## src/rtl/txstat_pkg.sv

```systemverilog
package txstat_pkg;
  typedef enum logic [2:0] {
    ST_IDLE,
    ST_DEFER,
    ST_XMIT,
    ST_REPORT,
    ST_SUSP
  } tx_state_e;

  localparam int BIT_NC    = 10;
  localparam int BIT_LC    = 9;
  localparam int BIT_EC    = 8;
  localparam int BIT_CC_LO = 3;
  localparam int BIT_ED    = 2;
  localparam int BIT_UF    = 1;
  localparam int BIT_DB    = 0;

  typedef struct packed {
    logic nc;
    logic lc;
    logic ec;
    logic ed;
    logic uf;
    logic db;
  } tx_flags_t;
endpackage

```

## src/rtl/txstat_defer_timer.sv

```systemverilog
module txstat_defer_timer #(
  parameter int DEFER_LIMIT = 24288
) (
  input  logic clk,
  input  logic rst_n,
  input  logic clear,
  input  logic run,
  input  logic tick,
  input  logic enable,
  output logic expired
);
  localparam int DW = $clog2(DEFER_LIMIT + 1);

  logic [DW-1:0] cnt_q;
  logic          at_limit;

  assign at_limit = (cnt_q == DW'(DEFER_LIMIT));
  assign expired  = run && tick && enable && at_limit;

  always_ff @(posedge clk or negedge rst_n) begin
    if (!rst_n) begin
      cnt_q <= '0;
    end else if (clear) begin
      cnt_q <= '0;
    end else if (run && tick && !at_limit) begin
      cnt_q <= cnt_q + 1'b1;
    end
  end

  AST_DEFER_BOUND: assert property (@(posedge clk) disable iff (!rst_n)
    cnt_q <= DW'(DEFER_LIMIT));
  AST_DEFER_RESTART: assert property (@(posedge clk) disable iff (!rst_n)
    clear |=> cnt_q == '0);
endmodule

```

## src/rtl/txstat_slot_window.sv

```systemverilog
module txstat_slot_window #(
  parameter int SLOT_BITS = 512
) (
  input  logic clk,
  input  logic rst_n,
  input  logic clear,
  input  logic run,
  input  logic tick,
  output logic late
);
  localparam int SW = $clog2(SLOT_BITS + 1);

  logic [SW-1:0] cnt_q;

  assign late = (cnt_q >= SW'(SLOT_BITS));

  always_ff @(posedge clk or negedge rst_n) begin
    if (!rst_n) begin
      cnt_q <= '0;
    end else if (clear) begin
      cnt_q <= '0;
    end else if (run && tick && !late) begin
      cnt_q <= cnt_q + 1'b1;
    end
  end

  AST_SLOT_BOUND: assert property (@(posedge clk) disable iff (!rst_n)
    cnt_q <= SW'(SLOT_BITS));
endmodule

```

## src/rtl/txstat_coll_tracker.sv

```systemverilog
module txstat_coll_tracker #(
  parameter int MAX_COLL = 16
) (
  input  logic       clk,
  input  logic       rst_n,
  input  logic       clear,
  input  logic       hit,
  input  logic       retry_off,
  output logic       final_hit,
  output logic [3:0] count
);
  logic [3:0] cnt_q;

  assign final_hit = hit && (retry_off || cnt_q == 4'(MAX_COLL - 1));
  assign count     = cnt_q;

  always_ff @(posedge clk or negedge rst_n) begin
    if (!rst_n) begin
      cnt_q <= '0;
    end else if (clear) begin
      cnt_q <= '0;
    end else if (hit && !final_hit) begin
      cnt_q <= cnt_q + 1'b1;
    end
  end

  AST_COLL_BELOW_MAX: assert property (@(posedge clk) disable iff (!rst_n)
    cnt_q <= 4'(MAX_COLL - 1));
endmodule

```

## src/rtl/hdx_txstat_tracker.sv

```systemverilog
module hdx_txstat_tracker #(
  parameter int SLOT_BITS   = 512,
  parameter int DEFER_LIMIT = 24288,
  parameter int MAX_COLL    = 16,
  parameter int STAT_W      = 16
) (
  input  logic              clk,
  input  logic              rst_n,
  input  logic              cfg_retry_off,
  input  logic              cfg_defer_chk,
  input  logic              cfg_full_duplex,
  input  logic              frame_start,
  input  logic              tx_start,
  input  logic              tx_end,
  input  logic              col,
  input  logic              underflow,
  input  logic              crs,
  input  logic              tick,
  input  logic              resume,
  input  logic              stat_ready,
  output logic              stat_valid,
  output logic [STAT_W-1:0] stat_word,
  output logic              retry_req,
  output logic              irq_underflow,
  output logic              irq_tx,
  output logic              suspended
);
  import txstat_pkg::*;

  tx_state_e  state_q;
  tx_flags_t  flg_q;
  logic       crs_seen_q;
  logic       uf_path_q;
  logic       susp_q;
  logic       retry_q;
  logic       irq_q;

  logic       in_defer, in_xmit;
  logic       defer_expired, win_late;
  logic       coll_hit, coll_final;
  logic [3:0] coll_cnt;
  logic       no_carrier;

  assign in_defer   = (state_q == ST_DEFER);
  assign in_xmit    = (state_q == ST_XMIT);
  assign coll_hit   = in_xmit && col && !underflow && !win_late;
  assign no_carrier = !(crs_seen_q || crs);

  txstat_defer_timer #(.DEFER_LIMIT(DEFER_LIMIT)) u_defer (
    .clk     (clk),
    .rst_n   (rst_n),
    .clear   (!in_defer),
    .run     (in_defer),
    .tick    (tick),
    .enable  (cfg_defer_chk),
    .expired (defer_expired)
  );

  txstat_slot_window #(.SLOT_BITS(SLOT_BITS)) u_window (
    .clk   (clk),
    .rst_n (rst_n),
    .clear (!in_xmit),
    .run   (in_xmit),
    .tick  (tick),
    .late  (win_late)
  );

  txstat_coll_tracker #(.MAX_COLL(MAX_COLL)) u_coll (
    .clk       (clk),
    .rst_n     (rst_n),
    .clear     (state_q == ST_IDLE),
    .hit       (coll_hit),
    .retry_off (cfg_retry_off),
    .final_hit (coll_final),
    .count     (coll_cnt)
  );

  always_ff @(posedge clk or negedge rst_n) begin
    if (!rst_n) begin
      state_q    <= ST_IDLE;
      flg_q      <= '0;
      crs_seen_q <= 1'b0;
      uf_path_q  <= 1'b0;
      susp_q     <= 1'b0;
      retry_q    <= 1'b0;
      irq_q      <= 1'b0;
    end else begin
      retry_q <= 1'b0;
      irq_q   <= 1'b0;
      case (state_q)
        ST_IDLE: begin
          if (frame_start) begin
            flg_q   <= '0;
            state_q <= ST_DEFER;
          end
        end
        ST_DEFER: begin
          if (crs && !cfg_full_duplex) flg_q.db <= 1'b1;
          if (tx_start) begin
            crs_seen_q <= 1'b0;
            state_q    <= ST_XMIT;
          end else if (defer_expired) begin
            flg_q.ed <= 1'b1;
            state_q  <= ST_REPORT;
          end
        end
        ST_XMIT: begin
          if (crs) crs_seen_q <= 1'b1;
          if (underflow) begin
            flg_q.uf  <= 1'b1;
            flg_q.nc  <= no_carrier;
            susp_q    <= 1'b1;
            irq_q     <= 1'b1;
            uf_path_q <= 1'b1;
            state_q   <= ST_REPORT;
          end else if (col && win_late) begin
            flg_q.lc <= 1'b1;
            flg_q.nc <= no_carrier;
            state_q  <= ST_REPORT;
          end else if (coll_final) begin
            flg_q.ec <= 1'b1;
            flg_q.nc <= no_carrier;
            state_q  <= ST_REPORT;
          end else if (coll_hit) begin
            retry_q <= 1'b1;
            state_q <= ST_DEFER;
          end else if (tx_end) begin
            flg_q.nc <= no_carrier;
            state_q  <= ST_REPORT;
          end
        end
        ST_REPORT: begin
          if (stat_ready) begin
            state_q   <= uf_path_q ? ST_SUSP : ST_IDLE;
            uf_path_q <= 1'b0;
          end
        end
        ST_SUSP: begin
          if (resume) begin
            susp_q  <= 1'b0;
            state_q <= ST_IDLE;
          end
        end
        default: state_q <= ST_IDLE;
      endcase
    end
  end

  always_comb begin
    stat_word                  = '0;
    stat_word[BIT_NC]          = flg_q.nc;
    stat_word[BIT_LC]          = flg_q.lc && !flg_q.uf;
    stat_word[BIT_EC]          = flg_q.ec;
    stat_word[BIT_CC_LO +: 4]  = flg_q.ec ? 4'd0 : coll_cnt;
    stat_word[BIT_ED]          = flg_q.ed;
    stat_word[BIT_UF]          = flg_q.uf;
    stat_word[BIT_DB]          = flg_q.db && !cfg_full_duplex;
  end

  assign stat_valid    = (state_q == ST_REPORT);
  assign retry_req     = retry_q;
  assign irq_underflow = irq_q;
  assign irq_tx        = irq_q;
  assign suspended     = susp_q;

  AST_HOLD_WORD: assert property (@(posedge clk) disable iff (!rst_n)
    stat_valid && !stat_ready |=> stat_valid && $stable(stat_word));
  AST_DROP_AFTER_ACCEPT: assert property (@(posedge clk) disable iff (!rst_n)
    stat_valid && stat_ready |=> !stat_valid);
  AST_RETRY_ONE_CYCLE: assert property (@(posedge clk) disable iff (!rst_n)
    retry_req |=> !retry_req);
  AST_CC_MASKED: assert property (@(posedge clk) disable iff (!rst_n)
    stat_valid && stat_word[BIT_EC] |-> stat_word[BIT_CC_LO +: 4] == 4'd0);
  AST_LC_MASKED: assert property (@(posedge clk) disable iff (!rst_n)
    stat_valid && stat_word[BIT_UF] |-> !stat_word[BIT_LC]);
  AST_UF_IRQ: assert property (@(posedge clk) disable iff (!rst_n)
    irq_underflow |-> irq_tx && suspended && stat_valid);
  AST_SUSP_HOLD: assert property (@(posedge clk) disable iff (!rst_n)
    suspended && !resume |=> suspended);
  AST_NO_RETRY_WHEN_OFF: assert property (@(posedge clk) disable iff (!rst_n)
    cfg_retry_off && $stable(cfg_retry_off) |-> !retry_req);
endmodule

```

## config.mk

```make
export PLATFORM = sky130hd
export DESIGN_NAME = hdx_txstat_tracker
export DESIGN_NICKNAME = d
export VERILOG_FILES = /design/src/rtl/txstat_pkg.sv /design/src/rtl/txstat_defer_timer.sv /design/src/rtl/txstat_slot_window.sv /design/src/rtl/txstat_coll_tracker.sv /design/src/rtl/hdx_txstat_tracker.sv
export SDC_FILE = /design/constraint.sdc
export NUM_CORES = 1
export LEC_CHECK = 0
export ABC_AREA = 1
export BUFFER_PORTS_ARGS = -buffer_cell sky130_fd_sc_hd__buf_2
export CAP_MARGIN = 0
export CORE_MARGIN = 3
export CORE_UTILIZATION = 50
export DETAILED_ROUTE_END_ITERATION = 8
export GPL_TIMING_DRIVEN = 0
export PLACE_DENSITY = 0.78
export SETUP_SLACK_MARGIN = 0.02
export SYNTH_ARGS = -nofsm -noshare
export SYNTH_HDL_FRONTEND = slang
export SYNTH_SLANG_ARGS = --single-unit
```

## constraint.sdc

```tcl
create_clock -name clk -period 5 [get_ports clk]
set_clock_uncertainty 0.2 [all_clocks]
set_input_delay 0.25 -clock clk [delete_from_list [all_inputs] [get_ports clk]]
set_output_delay 0.25 -clock clk [all_outputs]
set_load 0.05 [all_outputs]
```

## Word-level counts from Yosys, hierarchy flattened

Index checks and enable logic that the tools add are counted.

- Input port bits: 14
- Flip-flop bits (word level): 43
- RAM bits: 0
- Latch bits: 0
- Memory bits (read-only): 0
- Memories: 0
- Logic and storage cells: 136

- Muxes and demuxes: 51
- $lt $le $gt $ge: 1
- Reductions and logical operators: 41
- Div/mod/pow operators: 0
- Bitwise operators: 0
- Multipliers: 0
- Eq/ne operators: 25
- Add/sub/neg operators: 3
- Shift-type cells: 0

Operators by type and width:

| cell | count |
|---|---|
| $mux W3 | 11 |
| $mux W15 | 2 |
| $ne A2 B2 Y1 const B | 12 |
| $mux W1 | 23 |
| $mux W10 | 2 |
| $add A15 B1 Y15 const B | 1 |
| $eq A15 B15 Y1 const B | 1 |
| $logic_and A1 B1 Y1 | 15 |
| $pmux W3 S5 | 1 |
| $reduce_and A3 Y1 | 5 |
| $mux W4 | 3 |
| $pmux W1 S2 | 6 |
| $reduce_and A4 Y1 | 3 |
| $reduce_bool A2 Y1 | 6 |
| $add A10 B1 Y10 const B | 1 |
| $ge A10 B10 Y1 const B | 1 |
| $reduce_and A5 Y1 | 2 |
| $logic_not A1 Y1 | 7 |
| $eq A3 B2 Y1 const B | 2 |
| $mux W6 | 1 |
| $ne A2 B1 Y1 const B | 3 |
| $ne A6 B3 Y1 const B | 1 |
| $pmux W3 S2 | 1 |
| $ne A5 B3 Y1 const B | 1 |
| other kinds (9) | 10 |

## Logic depth before layout (Yosys ltp)

- Depth after elaboration: 9
- Gate-level depth with buffers: 11

## Cells and area by module

Synthesis repeated with hierarchy kept, for this count alone.

- Cell total of the unflattened synthesis: 396
- Area total of the unflattened synthesis: 2,820.2 µm²

By module, submodules not included:

| module | area each (µm²) | cells an instance | times used | seq. area each (µm²) |
|---|---|---|---|---|
| txstat_defer_timer | 1,018.5 | 153 | 1 | 375.4 |
| hdx_txstat_tracker | 943.4 | 129 | 1 | 350.3 |
| txstat_slot_window | 595.6 | 80 | 1 | 250.2 |
| txstat_coll_tracker | 262.8 | 34 | 1 | 100.1 |

## Worst setup path after synthesis

Ideal clock, no wire load.

- Kind: reg-to-reg
- Start: register state_q[0]
- End: register state_q[1]
- Path slack: 3.056 ns
- Data arrival time: 1.627 ns
- Cell stages (with the launch flop): 8
- Setup time: 0.117 ns
- Buffers on the path: 0
- Data required time: 4.683 ns
- Cells stage by stage: dfrtp_1 -> nand2_1 -> nor2_1 -> nand2_1 -> nand3_1 -> nor2_1 -> nand3_1 -> nand2_1

- Elaborated cells on any way between the ends: 23

RTL lines:

| element | line | RTL |
|---|---|---|
| start: declaration | hdx_txstat_tracker.sv:30 | `tx_state_e state_q;` |
| start signal: assignment | hdx_txstat_tracker.sv:134 | `state_q <= uf_path_q ? ST_SUSP : ST_IDLE;` |
| $eq A3 B2 Y1 (*) | - |  |
| net stat_valid | hdx_txstat_tracker.sv:21 | `output logic stat_valid,` |
| $ne A2 B2 Y1 (no line) | - |  |
| $reduce_and A5 Y1 (no line) | - |  |

Mark *: on every way through the listed nets, which the timed path passes. The rest lies on a longest branch.
A chain may end at the register's enable or synchronous reset.

## Worst setup path in the final report

- Start: register u_defer.cnt_q[0]
- End: register u_defer.cnt_q[12]

- Cells in the longest elaborated chain, start to end: 4
- Elaborated cells on any way between the ends: 7

Ends and longest elaborated chain:

| element | line | RTL |
|---|---|---|
| start: declaration | txstat_defer_timer.sv:14 | `logic [DW-1:0] cnt_q;` |
| start signal: assignment | txstat_defer_timer.sv:26 | `cnt_q <= cnt_q + 1'b1;` |
| branches (longest 4 deep; another with $add A15 B1 Y15) | - |  |

Several ways; the timed one is not identified. The select of a mux whose other input is x is not followed.

==> flow_summary_export.csv <==
group,metric,value,unit
cts,cts_buffers,5,
global_routing,first_global_vias,2267,
sta,worst_pin_slew,0.971,ns
placed_design,gp_congestion,0.929,
floorplan,core-area,4940,um2
cts,cts_resized,0,
sta,slew_viol_final,0,
drt,finalWirelength,5680,um
sta,hold_violations,0,
drt,ant_nets,0,
logic_synthesis,avgSynthCellArea,7.22,um2
cts,root_buffer,"clkbuf_8",
sta,fmax,513,MHz
logic_synthesis,yosysTopAreaCell,"dfrtp_1",
floorplan,fp.dieH,79.0,um
final_layout,post-route-util,60.9,%
drt,vias,2437,
final_layout,fin_area,3010,um2
cts,post_cts_buffers,0,
floorplan,io_pins,35,
final_layout,instances_no_fill,478,
logic_synthesis,synth_cell_types,30,
logic_synthesis,synthesis.area,2660,um2
placed_design,pre_cts_ws,3.07,ns
final_layout,layout_common_cells,"108 x nand2_1, 49 x inv_1, 46 x nor2_1",
power,ir_worst_vdd,0.324,mV
drt,drc,0,
worst_setup_path,critPathRequiredTime,5.04,ns
placed_design,placed_cell_area,2910,um2
global_routing,grt_first_pass_wirelength,9910,um
drt,wl_per_cell,11.9,um
logic_synthesis,ys_ff_latch,43,
worst_setup_path,worstPathArrival,1.99,ns
status,status,"complete, no violations",
logic_synthesis,ys_warn_count,0,
sta,slew_headroom,35.3,%
power,p_leak,1.61,nW
sta,rsz0062_at_grt,"no",
cts,ctsHtreeMaxLevel,2,
cts,clock_path_buffers,2,
drt,first_pass_iters,4,
logic_synthesis,synth_top_area_share,40.4,%
drt,viasPerCell,5.10,
power,total_power,1.24,mW
sta,period_share,39.0,%
cts,cts.sinks,43,
placed_design,dp.cells,469,
global_routing,grt_remaining_overflow,0,
floorplan,die_area,6240,um2
global_routing,grt_util_all_layers,19.7,%
final_layout,layout-area-overhead-vs-synth,13.0,%
final_layout,layout_commonest_cell,"nand2_1",
cts,ctsHoldBuffers,3,
cts,clkTransAtPathRegs,0.08,ns
sta,final.min_clock_period,1.95,ns
final_layout,final_nets,431,
final_layout,antenna_cells,0,
logic_synthesis,synth_top_cells_by_area,"dfrtp_1 40%, nand2_1 15%, inv_1 6.9%",
logic_synthesis,postSynthCellCount,369,
sta,setup_viol,0,
floorplan,start_util,53.9,%
min_path,worstHoldPathType,"in -> reg",
worst_setup_path,crit_fanout,10,
worst_setup_path,end_kind,"flop",
flow_run,cap_violations,0,
sta,setup_tns,0,ns
cts,clk_latency,0.30,ns
worst_setup_path,worstSetupStartpointType,"flop",
placed_design,port_buffers,28,
worst_setup_path,path_class,"reg -> reg",
placed_design,detailed_place_hpwl,4200,um
floorplan,rows,25,
sta,whs,0.0371,ns
floorplan,die_x,79.0,um
sta,setup_slack,3.05,ns
power,powerDensity,412,nW/um2
global_routing,grt_max_degree,44,
global_routing,antenna_found_initial,0,
final_layout,layout-drive-gt1-share,13.4,%
logic_synthesis,yosysSeqAreaShare,40.4,%
drt,drt_iter0_drc,117,
cts,cts_tree,"yes",
-- state kept, by name, indices dropped and copies added, names as in the netlist --
| signal | count |
|---|---|
| state_q | 3 |
| irq_tx | 1 |
| uf_path_q | 1 |
| u_defer.cnt_q | 15 |
| u_coll.count | 4 |
| retry_req | 1 |
| suspended | 1 |
| crs_seen_q | 1 |
| stat_word | 4 |
| flg_q | 2 |
| u_window.cnt_q | 10 |
-- worst max-delay path, stage by stage (launching register included) --
cell and delay (ns):
dfrtp_1 0.44, inv_1 0.14, ha_1 0.16, nand2_1 0.05, nor2_1 0.12, nand2_1 0.10
nor2_4 0.18, nor2_8 0.08, nor2_8 0.13, buf_6 0.16, nand2_1 0.06, nand2_1 0.08
-- cell type report --
type                       count  area, um2
buffer                        15        115
clock buffer                   6       72.6
fill                         478       1930
inverter                      51        196
multi-input combinational    265       1290
sequential                    43       1080
tap                           67       83.8
timing repair buffer          31        170
-- worst paths after layout --
path / to / slack (ns) / start / depth (start not counted)
max: u_defer.cnt_q[12] / 3.05 / u_defer.cnt_q[0] / 11
min: suspended / 0.04 / resume / 4
max reg2reg: u_defer.cnt_q[12] / 3.05 / u_defer.cnt_q[0] / 11
min reg2reg: suspended / 0.27 / suspended / 2
max in group asynchronous: flg_q[0] / 3.55 / rst_n / 2
min in group asynchronous: u_defer.cnt_q[0] / 0.44 / rst_n / 2
-- metal layers --
metal	wire length [um]	vias up	global-route usage, %
li1	-	1240	-
met1	2640	1137	25.9
met2	2740	54	33.7
met3	232	6	3.51
met4	59	0	4.64
met5	0	-	0
-- synth_stat cells --
library cell,n
nand2_1,108
inv_1,49
nor2_1,46
dfrtp_1,43
nand3_1,32
nand4_1,20
o21ai_0,14
buf_4,11
nor3_1,6
ha_1,5
a21oi_1,4
nand3b_1,4
xor2_1,4
o21bai_1,3
a21o_1,2
buf_2,2
buf_6,2
nor2_8,2
a22oi_1,1
and2_1,1
and3_1,1
clkinv_4,1
conb_1,1
inv_2,1
nand2_4,1
nand3b_4,1
nor2_4,1
o211ai_1,1
o21ai_1,1
o32ai_1,1
-- cell families after synthesis --
kind of cell,share of synthesized area [%]
xor+xnor,1.32
fa+ha+maj,2.35
flops,40.4
buf+inv,11.7
simple gates,38.2
compound gates,5.87
other cells,0.141
-- report_power, final --
| part | internal [mW] | switching [mW] |
|---|---|---|
| Clock | 0.0933 | 0.116 |
| Sequential | 0.403 | 0.0514 |
| Combinational | 0.174 | 0.401 |
Note: power is estimated with default switching activity, not from simulation.
